--- src/rtl/exc_pkg.sv ---
package exc_pkg;
  localparam int SLOT_W = 3;

  // Vector slot numbers double as exception kinds.
  localparam logic [SLOT_W-1:0] SLOT_RST  = 3'd0;
  localparam logic [SLOT_W-1:0] SLOT_UND  = 3'd1;
  localparam logic [SLOT_W-1:0] SLOT_SWI  = 3'd2;
  localparam logic [SLOT_W-1:0] SLOT_PABT = 3'd3;
  localparam logic [SLOT_W-1:0] SLOT_DABT = 3'd4;
  localparam logic [SLOT_W-1:0] SLOT_IRQ  = 3'd6;
  localparam logic [SLOT_W-1:0] SLOT_FIQ  = 3'd7;

  localparam int PRIO_LEN = 7;
  // Highest priority first.
  localparam logic [SLOT_W-1:0] PRIO_ORDER [PRIO_LEN] =
    '{SLOT_RST, SLOT_DABT, SLOT_FIQ, SLOT_IRQ, SLOT_PABT, SLOT_UND, SLOT_SWI};

  // Status word bit positions.
  localparam int SB_J = 24;
  localparam int SB_I = 7;
  localparam int SB_F = 6;
  localparam int SB_T = 5;
  localparam int MODE_W = 5;

  typedef enum logic [MODE_W-1:0] {
    MODE_USR = 5'b10000,
    MODE_FIQ = 5'b10001,
    MODE_IRQ = 5'b10010,
    MODE_SVC = 5'b10011,
    MODE_ABT = 5'b10111,
    MODE_UND = 5'b11011,
    MODE_SYS = 5'b11111
  } mode_e;

  function automatic logic [MODE_W-1:0] mode_for_slot(input logic [SLOT_W-1:0] s);
    case (s)
      SLOT_UND:            return MODE_UND;
      SLOT_PABT, SLOT_DABT: return MODE_ABT;
      SLOT_IRQ:            return MODE_IRQ;
      SLOT_FIQ:            return MODE_FIQ;
      default:             return MODE_SVC;
    endcase
  endfunction

  function automatic logic mode_has_bank(input logic [MODE_W-1:0] m);
    case (m)
      MODE_FIQ, MODE_IRQ, MODE_SVC, MODE_ABT, MODE_UND: return 1'b1;
      default:                                          return 1'b0;
    endcase
  endfunction
endpackage

--- src/rtl/exc_arbiter.sv ---
module exc_arbiter
  import exc_pkg::*;
#(
  parameter int NSLOT = 8,
  localparam int SW = $clog2(NSLOT)
) (
  input  logic          clk,
  input  logic          rst_n,
  input  logic [NSLOT-1:0] req_slot,
  input  logic          irq_masked,
  input  logic          fiq_masked,
  output logic          grant_vld,
  output logic [SW-1:0] grant_slot
);
  logic [NSLOT-1:0] eff;

  always_comb begin
    eff = req_slot;
    if (irq_masked) eff[SLOT_IRQ] = 1'b0;
    if (fiq_masked) eff[SLOT_FIQ] = 1'b0;
  end

  // Scan lowest priority first so the highest pending one wins.
  always_comb begin
    grant_vld  = 1'b0;
    grant_slot = '0;
    for (int p = PRIO_LEN - 1; p >= 0; p--) begin
      if (eff[PRIO_ORDER[p]]) begin
        grant_vld  = 1'b1;
        grant_slot = SW'(PRIO_ORDER[p]);
      end
    end
  end

  a_r2_grant_is_pending: assert property (@(posedge clk) disable iff (!rst_n)
    grant_vld |-> eff[grant_slot]);
  a_r1_no_grant_when_idle: assert property (@(posedge clk) disable iff (!rst_n)
    (eff == '0) |-> !grant_vld);
  a_r3_masked_irq_not_granted: assert property (@(posedge clk) disable iff (!rst_n)
    irq_masked |-> !(grant_vld && grant_slot == SW'(SLOT_IRQ)));
  a_r3_masked_fiq_not_granted: assert property (@(posedge clk) disable iff (!rst_n)
    fiq_masked |-> !(grant_vld && grant_slot == SW'(SLOT_FIQ)));
endmodule

--- src/rtl/exc_vector.sv ---
module exc_vector #(
  parameter int XW = 32,
  parameter int NSLOT = 8,
  parameter int SLOT_BYTES = 4,
  parameter logic [XW-1:0] HI_BASE = 32'hFFFF_0000,
  localparam int SW = $clog2(NSLOT)
) (
  input  logic          high_sel,
  input  logic [SW-1:0] slot,
  output logic [XW-1:0] vec_addr
);
  logic [XW-1:0] offs [NSLOT];

  for (genvar g = 0; g < NSLOT; g++) begin : g_slot
    assign offs[g] = XW'(g * SLOT_BYTES);
  end

  assign vec_addr = (high_sel ? HI_BASE : '0) + offs[slot];
endmodule

--- src/rtl/exc_status_build.sv ---
module exc_status_build
  import exc_pkg::*;
#(
  parameter int XW = 32
) (
  input  logic [XW-1:0]     cur,
  input  logic [SLOT_W-1:0] slot,
  output logic [XW-1:0]     nxt,
  output logic [MODE_W-1:0] tgt_mode
);
  always_comb begin
    tgt_mode = mode_for_slot(slot);
    nxt = cur;
    nxt[MODE_W-1:0] = tgt_mode;
    nxt[SB_T] = 1'b0;
    nxt[SB_J] = 1'b0;
    nxt[SB_I] = 1'b1;
    if (slot == SLOT_RST || slot == SLOT_FIQ) nxt[SB_F] = 1'b1;
  end
endmodule

--- src/rtl/exc_entry_ctrl.sv ---
module exc_entry_ctrl
  import exc_pkg::*;
#(
  parameter int XW = 32,
  parameter int NSLOT = 8,
  parameter int SLOT_BYTES = 4,
  parameter logic [XW-1:0] HI_BASE = 32'hFFFF_0000,
  localparam int SW = $clog2(NSLOT)
) (
  input  logic          clk,
  input  logic          rst_n,
  input  logic          req_reset,
  input  logic          req_und,
  input  logic          req_swi,
  input  logic          req_pabt,
  input  logic          req_dabt,
  input  logic          req_irq,
  input  logic          req_fiq,
  input  logic          ret_req,
  input  logic          high_vec,
  input  logic [XW-1:0] cur_status,
  input  logic [XW-1:0] link_addr,
  input  logic [XW-1:0] saved_status_rd,
  input  logic [XW-1:0] link_rd,
  output logic          status_we,
  output logic [XW-1:0] status_new,
  output logic [MODE_W-1:0] bank_mode,
  output logic          spsr_we,
  output logic [XW-1:0] spsr_data,
  output logic          lr_we,
  output logic [XW-1:0] lr_data,
  output logic          pc_we,
  output logic [XW-1:0] pc_data
);
  logic [NSLOT-1:0]  req_slot;
  logic              grant_vld;
  logic [SW-1:0]     grant_slot;
  logic [XW-1:0]     vec_addr;
  logic [XW-1:0]     built;
  logic [MODE_W-1:0] tgt_mode;
  logic              take_exc, take_ret, is_rst;
  logic              past_ok;

  always_comb begin
    req_slot = '0;
    req_slot[SLOT_RST]  = req_reset;
    req_slot[SLOT_UND]  = req_und;
    req_slot[SLOT_SWI]  = req_swi;
    req_slot[SLOT_PABT] = req_pabt;
    req_slot[SLOT_DABT] = req_dabt;
    req_slot[SLOT_IRQ]  = req_irq;
    req_slot[SLOT_FIQ]  = req_fiq;
  end

  exc_arbiter #(.NSLOT(NSLOT)) u_arb (
    .clk(clk), .rst_n(rst_n), .req_slot(req_slot),
    .irq_masked(cur_status[SB_I]), .fiq_masked(cur_status[SB_F]),
    .grant_vld(grant_vld), .grant_slot(grant_slot)
  );

  exc_vector #(.XW(XW), .NSLOT(NSLOT), .SLOT_BYTES(SLOT_BYTES), .HI_BASE(HI_BASE)) u_vec (
    .high_sel(high_vec), .slot(grant_slot), .vec_addr(vec_addr)
  );

  exc_status_build #(.XW(XW)) u_build (
    .cur(cur_status), .slot(SLOT_W'(grant_slot)), .nxt(built), .tgt_mode(tgt_mode)
  );

  assign take_exc = grant_vld;
  assign is_rst   = grant_slot == SW'(SLOT_RST);
  assign take_ret = ret_req && !grant_vld && !cur_status[SB_T] && !cur_status[SB_J]
                    && mode_has_bank(cur_status[MODE_W-1:0]);

  always_ff @(posedge clk or negedge rst_n) begin
    if (!rst_n) begin
      status_we  <= 1'b0;
      status_new <= '0;
      bank_mode  <= '0;
      spsr_we    <= 1'b0;
      spsr_data  <= '0;
      lr_we      <= 1'b0;
      lr_data    <= '0;
      pc_we      <= 1'b0;
      pc_data    <= '0;
      past_ok    <= 1'b0;
    end else begin
      past_ok   <= 1'b1;
      status_we <= take_exc || take_ret;
      pc_we     <= take_exc || take_ret;
      spsr_we   <= take_exc && !is_rst;
      lr_we     <= take_exc && !is_rst;
      if (take_exc) begin
        status_new <= built;
        pc_data    <= vec_addr;
        bank_mode  <= tgt_mode;
        spsr_data  <= cur_status;
        lr_data    <= link_addr;
      end else if (take_ret) begin
        status_new <= saved_status_rd;
        pc_data    <= link_rd;
        bank_mode  <= cur_status[MODE_W-1:0];
      end
    end
  end

  a_r11_entry_is_atomic: assert property (@(posedge clk) disable iff (!rst_n)
    spsr_we |-> (lr_we && status_we && pc_we));
  a_r7_saved_before_change: assert property (@(posedge clk) disable iff (!rst_n)
    (past_ok && spsr_we) |-> (spsr_data == $past(cur_status)));
  a_r7_link_captured: assert property (@(posedge clk) disable iff (!rst_n)
    (past_ok && lr_we) |-> (lr_data == $past(link_addr)));
  a_r6_state_forced: assert property (@(posedge clk) disable iff (!rst_n)
    (status_we && lr_we) |-> (!status_new[SB_T] && !status_new[SB_J] && status_new[SB_I]));
  a_r5_vector_base: assert property (@(posedge clk) disable iff (!rst_n)
    (past_ok && lr_we) |-> (pc_data[XW-1:8] == ($past(high_vec) ? HI_BASE[XW-1:8] : '0)));
  a_r9_return_restores: assert property (@(posedge clk) disable iff (!rst_n)
    (past_ok && pc_we && !lr_we && !$past(req_reset))
      |-> (pc_data == $past(link_rd) && status_new == $past(saved_status_rd)));
  a_r10_no_return_in_thumb: assert property (@(posedge clk) disable iff (!rst_n)
    (past_ok && $past(req_slot == '0) && $past(cur_status[SB_T])) |-> !status_we);
  a_r8_reset_no_bank_write: assert property (@(posedge clk) disable iff (!rst_n)
    (past_ok && $past(req_reset)) |-> (!spsr_we && !lr_we && status_new[SB_F]));
endmodule

--- config.mk ---
export PLATFORM = sky130hd
export DESIGN_NAME = exc_entry_ctrl
export DESIGN_NICKNAME = d
export VERILOG_FILES = /design/src/rtl/exc_pkg.sv /design/src/rtl/exc_arbiter.sv /design/src/rtl/exc_vector.sv /design/src/rtl/exc_status_build.sv /design/src/rtl/exc_entry_ctrl.sv
export SDC_FILE = /design/constraint.sdc
export NUM_CORES = 1
export LEC_CHECK = 0
export CAP_MARGIN = 20
export CORE_AREA = 10 10 129 131
export CTS_BUF_LIST = sky130_fd_sc_hd__clkbuf_8
export DETAILED_ROUTE_END_ITERATION = 8
export DIE_AREA = 0 0 139 141
export GPL_TIMING_DRIVEN = 1
export PLACE_DENSITY = 0.8
export SKIP_LAST_GASP = 1
export SYNTH_ARGS = -nofsm -noshare
export SYNTH_HDL_FRONTEND = slang
export SYNTH_SLANG_ARGS = --single-unit
--- constraint.sdc ---
create_clock -name clk -period 0.9 [get_ports clk]
set_input_delay 0.18 -clock clk [delete_from_list [all_inputs] [get_ports clk]]
set_output_delay 0.18 -clock clk [all_outputs]
set_load 0.01 [all_outputs]
# After elaboration in Yosys (flattened, before gate mapping)
# Memories as Yosys holds them, arrays and structs flattened.
# Cells that the tools add are included.
# classes
add_sub_neg	1
n_lt_le_gt_ge	1
n_eq_ne	10
muxes	28
bitwise	1
reduce_logical	15
# op_table
operator	count
32-bit two-way mux	7
32-bit adder	1
5-bit == test (second input constant)	5
4-bit case mux with 4 select lines	1
3-bit two-way mux	4
1-bit two-way mux	11
5-bit two-way mux	2
3-bit == test (second input constant)	3
2-bit two-way mux	3
1-bit logical AND	5
5-bit OR reduction	1
4-bit >= comparator (second input constant)	1
1-bit logical NOT	4
3-bit NOT with 4-bit output	1
3-bit by 1-bit == test with 1-bit output (second input constant)	1
3-bit by 2-bit == test with 1-bit output (second input constant)	1
3-bit logical NOT	1
1-bit logical OR	2
2-bit nonzero test	1
2-bit OR reduction	1
# totals
regBits	135
rom_bits	256
inputBits	139
word_cells	64
mem_count	1
# memory_table
memory	depth	word_bits	read_ports	rd_clocked_by_memory_dff	write_ports	line	rtl
(no name shown)	8	32	1	0	0	exc_vector.sv:18	assign vec_addr = (high_sel ? HI_BASE : '0) + offs[slot];

# Logic depth before layout (Yosys ltp)
# depth
ltp_word	14
ltp_mapped	8
mapped_depth_nobuf	5

# By module
# From an unflattened synthesis, not the netlist that was laid out.
# unflattened
hier_cells	635
hier_area_um2	6836.6
# modules_own_cells
module	instances	cells_each	area_per_inst_um2	seq_area_each_um2
exc_entry_ctrl	1	547	6213.5	3378.2
exc_status_build	1	42	300.3	0.0
exc_vector	1	33	244.0	0.0
exc_arbiter	1	13	78.8	0.0

# Worst setup path before layout
# OpenSTA, ideal clock, no wires.
# synth_timing
path_kind	in2reg
from	input port cur_status[3]
to	register pc_data[4]
setup_time_ps	125
arrival_ps	1422
path_slack_ps	-647
stages	6
path_buffers	1
path_cell_list	or3b_2 o211ai_2 a21oi_2 inv_2 buf_4 mux2_2
# synth_via
elab_chain_len	5
elab_cells_between_ends	9
cone_classes	eq/ne: 5; mux: 1; reduce/logical: 3
# synth_rtl
element	line	rtl
from (decl)	exc_entry_ctrl.sv:21	input logic [XW-1:0] cur_status,
5-bit == test	exc_pkg.sv:46	case (m)
5-bit OR reduction (*)	exc_pkg.sv:46	
1-bit two-way mux (*)	exc_pkg.sv:46	
1-bit logical AND (*)	exc_entry_ctrl.sv:72	&& mode_has_bank(cur_status[MODE_W-1:0]);
2-bit nonzero test (no source line) (*)	-	
to (signal assigned)	exc_entry_ctrl.sv:94	pc_data <= vec_addr;
to (signal assigned)	exc_entry_ctrl.sv:100	pc_data <= link_rd;
to (decl)	exc_entry_ctrl.sv:33	output logic [XW-1:0] pc_data
# Every way passes the cells marked *; elsewhere a longest branch is shown, timed or not.
# A chain may end at the register's enable or synchronous reset.

# Final worst setup path
# layout_timing
from	input port cur_status[3]
to	register pc_data[12]
# Same word-level chain as after synthesis.

==> out/qor.yml <==
pwr:
  swShare_pct: 26.10
  p_total_mw: 14.96
  p_seq_share_pct: 44.3
  power.density_mw_per_mm2: 1285
  ir_drop_mv: 1.339
  p_comb_share_pct: 20.3
  internal-power_mw: 11.06
  switching_power_mw: 3.905
  power.leakage_nw: 6.028
  pwr-share-clk_pct: 35.3
timing:
  timing.hold.ws_ns: 0.02331
  setup_viol: 272
  setup_slack_ns: -0.4632
  grt_setup_unrepaired: "yes"
  tightest_slew_ns: 0.5857
  slew_viol_final: 0
  fmax_mhz: 733.6
  slew_headroom_pct: 60.69
  layout_min_cycle_time_ns: 1.363
  skew_ns: 0
  final.period_utilization_pct: 151.5
  finalHoldViolCount: 0
clocking:
  cts_tree: "yes"
  path_clk_slew_ns: 0.07
  h-tree-depth: 4
  cts_buffers: 17
  worstSkewPairLatency_ns: 0.45
  cts_root_buf: "clkbuf_8"
  clk_path_buf_depth: 2
  cts_sinks: 135
yosys:
  synth.area.top_cells: "dfrtp_1, nand2_1, mux2_2"
  syn_avg_cell_area_sq_um: 10.74
  synth_top_area_share_pct: 58.16
  synth.distinct_cells: 46
  synth_ff_type: "dfrtp_1"
  synth_area_leader_cell: "dfrtp_1"
  yosysMostFrequentCell: "nand2_1"
  synth_edf_count: 0
  synthCells: 541
  ys_warn_count: 0
  synthArstFlopShare_pct: 100.0
  netlist_area_sq_mm: 0.005808
  yosys-top-cells-count: "nand2_1, dfrtp_1, mux2_2"
  yosysSeqAreaShare_pct: 58.16
  synth_fp_nets: 680
  synth-seq-cells: 135
detailed_routing:
  via_per_inst: 5.263
  routed_wl_mm: 27.81
  drc: 0
  drtIter0Drc: 393
  first_pass_iters: 5
  num_vias: 6316
  detail-route-antenna-nets: 0
  wl_per_cell_um: 23.18
finish:
  area_delta_synth_final_pct: 100.4
  seqCellArea_sq_mm: 0.003378
  layout-drive-gt1-share_pct: 53.01
  nNetsFinal: 1139
  multiInputGateArea_sq_mm: 0.002714
  postLayoutCoreUtil_pct: 81.94
  final_area_sq_mm: 0.01164
  fill_cells: 738
global_route:
  grt_pass1_wl_mm: 37.81
  antenna_found_initial: 5
  grt_pass1_vias: 6579
  grtUsageTotal_pct: 24.24
  grt_remaining_overflow: 0
  grt_max_degree: 47
worst_setup_path:
  r2r_start: "pc_data[2]$_DFFE_PN0P_"
  worstPathMaxFanout: 10
  worstPathCellList: "buf_4, or3b_4, o211ai_4, a21oi_4, buf_4, buf_6, bufbuf_16, a22o_1"
  cp-end-kind: "register"
  crit_type: "primary input to register"
  required_ns: 1.23
  cp.arrival_ns: 1.69
  crit_top_cell: "buf_4"
  r2r_slack_ns: -0.22
  max_stage_delay_ns: 0.39
  r2r_end: "pc_data[2]$_DFFE_PN0P_"
  ff2ff_path_depth: 3
  crit_slowest_cell: "or3b_4"
  start_kind: "primary input"
floorplanning:
  dieArea_sq_mm: 0.01960
  start_util_pct: 40.89
  num_rows: 44
  core_sq_mm: 0.01420
  io_pins: 276
  die_w_um: 139
  die_h_um: 141
placement:
  placed_area_sq_mm: 0.009304
  place_hpwl_mm: 15.89
  place.gp.congestion: 0.8281
  port_buffers: 275
status:
  failed_checks: "setup timing"
  outcome: "finished with violations"
job:
  maxCapViolCount: 0
worst_hold_path:
  hold_end: "spsr_data[5]$_DFFE_PN0P_"
  hold_class: "primary input to register"
  hold_path_depth: 4
  hold_start: "cur_status[5]"
## power groups by stage
stage / registers [mW] / clock network, mW / logic [mW]
3_5_place_dp: 6.67 / 0 / 2.48
2_1_floorplan: 6.80 / 0 / 0.553
6_report: 6.63 / 5.29 / 3.04
5_1_grt: 6.66 / 5.56 / 3.22
4_1_cts: 6.58 / 5.22 / 2.65
3_3_place_gp: 6.65 / 0 / 2.43
## what timing repair did
item / 4_1_cts / 5_1_grt
setup buffers: 62 / 49
hold buffers: 2 / 0
gates cloned: 15 / 9
gates resized for setup: 786 / 150
endpoints found under the hold margin: 136 / 0
pin swaps: 32 / 80
endpoints found under the setup margin: 272 / 272
## placed cells by master, fill, tap and decap left out, types with 22 or more instances in the layout
| cell type | count |
|---|---|
| buf_12 | 22 |
| buf_2 | 63 |
| buf_4 | 126 |
| buf_6 | 116 |
| clkbuf_8 | 23 |
| clkdlybuf4s50_1 | 120 |
| dfrtp_1 | 135 |
| inv_1 | 23 |
| mux2_2 | 22 |
| mux2_4 | 30 |
| nand2_1 | 124 |
| nand2_2 | 46 |
| nand2_4 | 24 |
## logic make-up after synthesis
family	Yosys count	share of synthesized area, %
AND/OR/NAND/NOR	225	16.52
flip-flops	135	58.16
buffers and inverters	57	4.955
multiplexers	68	12.84
AO/OA/AOI/OAI	56	7.518
## metrics by stage
| step | setup TNS [ns] | setup WS [ns] | std cells |
|---|---|---|---|
| final | -73.97 | -0.4632 | 1200 |
| after global routing | -83.67 | -0.4664 | 1199 |
| after CTS | -63.25 | -0.3466 | 1145 |
| after detailed placement | -166.16 | -1.233 | 1035 |
| after global placement | -162.60 | -1.196 | 1035 |
| after floorplan | -58.76 | -0.5583 | 541 |
## how the worst max path moves through the flow
stage / start / endpoint / slack [ns] / cells after the start
after detailed placement: cur_status[3] / pc_data[30]$_DFFE_PN0P_ / -1.23 / 7
after floorplan: req_reset / bank_mode[2]$_DFFE_PN0P_ / -0.56 / 7
after CTS: req_pabt / pc_data[28]$_DFFE_PN0P_ / -0.35 / 11
after global routing: req_swi / pc_data[11]$_DFFE_PN0P_ / -0.47 / 9
after global placement: cur_status[4] / pc_data[15]$_DFFE_PN0P_ / -1.20 / 5
final: cur_status[3] / pc_data[12]$_DFFE_PN0P_ / -0.46 / 8
## worst max-delay path: cells and delay by family
kind | cells | cell delay, ns
AOI/OAI and AO/OA | 3 | 0.43
buffers and inverters | 4 | 0.67
and+or+nand+nor | 1 | 0.39
## layer usage
metal / wire (um) / share of wire (%) / up-vias / GRT usage, %
li1: - / - / 2735 / -
met1: 9742 / 35 / 3145 / 25.43
met2: 14580 / 52 / 341 / 42.09
met3: 2285 / 8.2 / 91 / 9.237
met4: 1171 / 4.2 / 4 / 11.48
met5: 31 / 0.11 / - / 0
## flip-flops by register name (all words and copies together) (netlist names)
name / count
bank_mode: 5
lr_data: 32
lr_we: 1
pc_data: 32
pc_we: 1
spsr_data: 32
status_new: 32
## area by class of cell
cell class / instances / share of cell area (%)
repair buffers: 473 / 41.30
diodes: 3 / 0.06450
flip-flops and latches: 135 / 29.03
clock inverters: 9 / 0.8278
inverters: 23 / 0.7633
well taps: 184 / 1.978
clock buffers: 23 / 2.720
multi-input cells: 350 / 23.32
(Power assumes the default switching activity.)
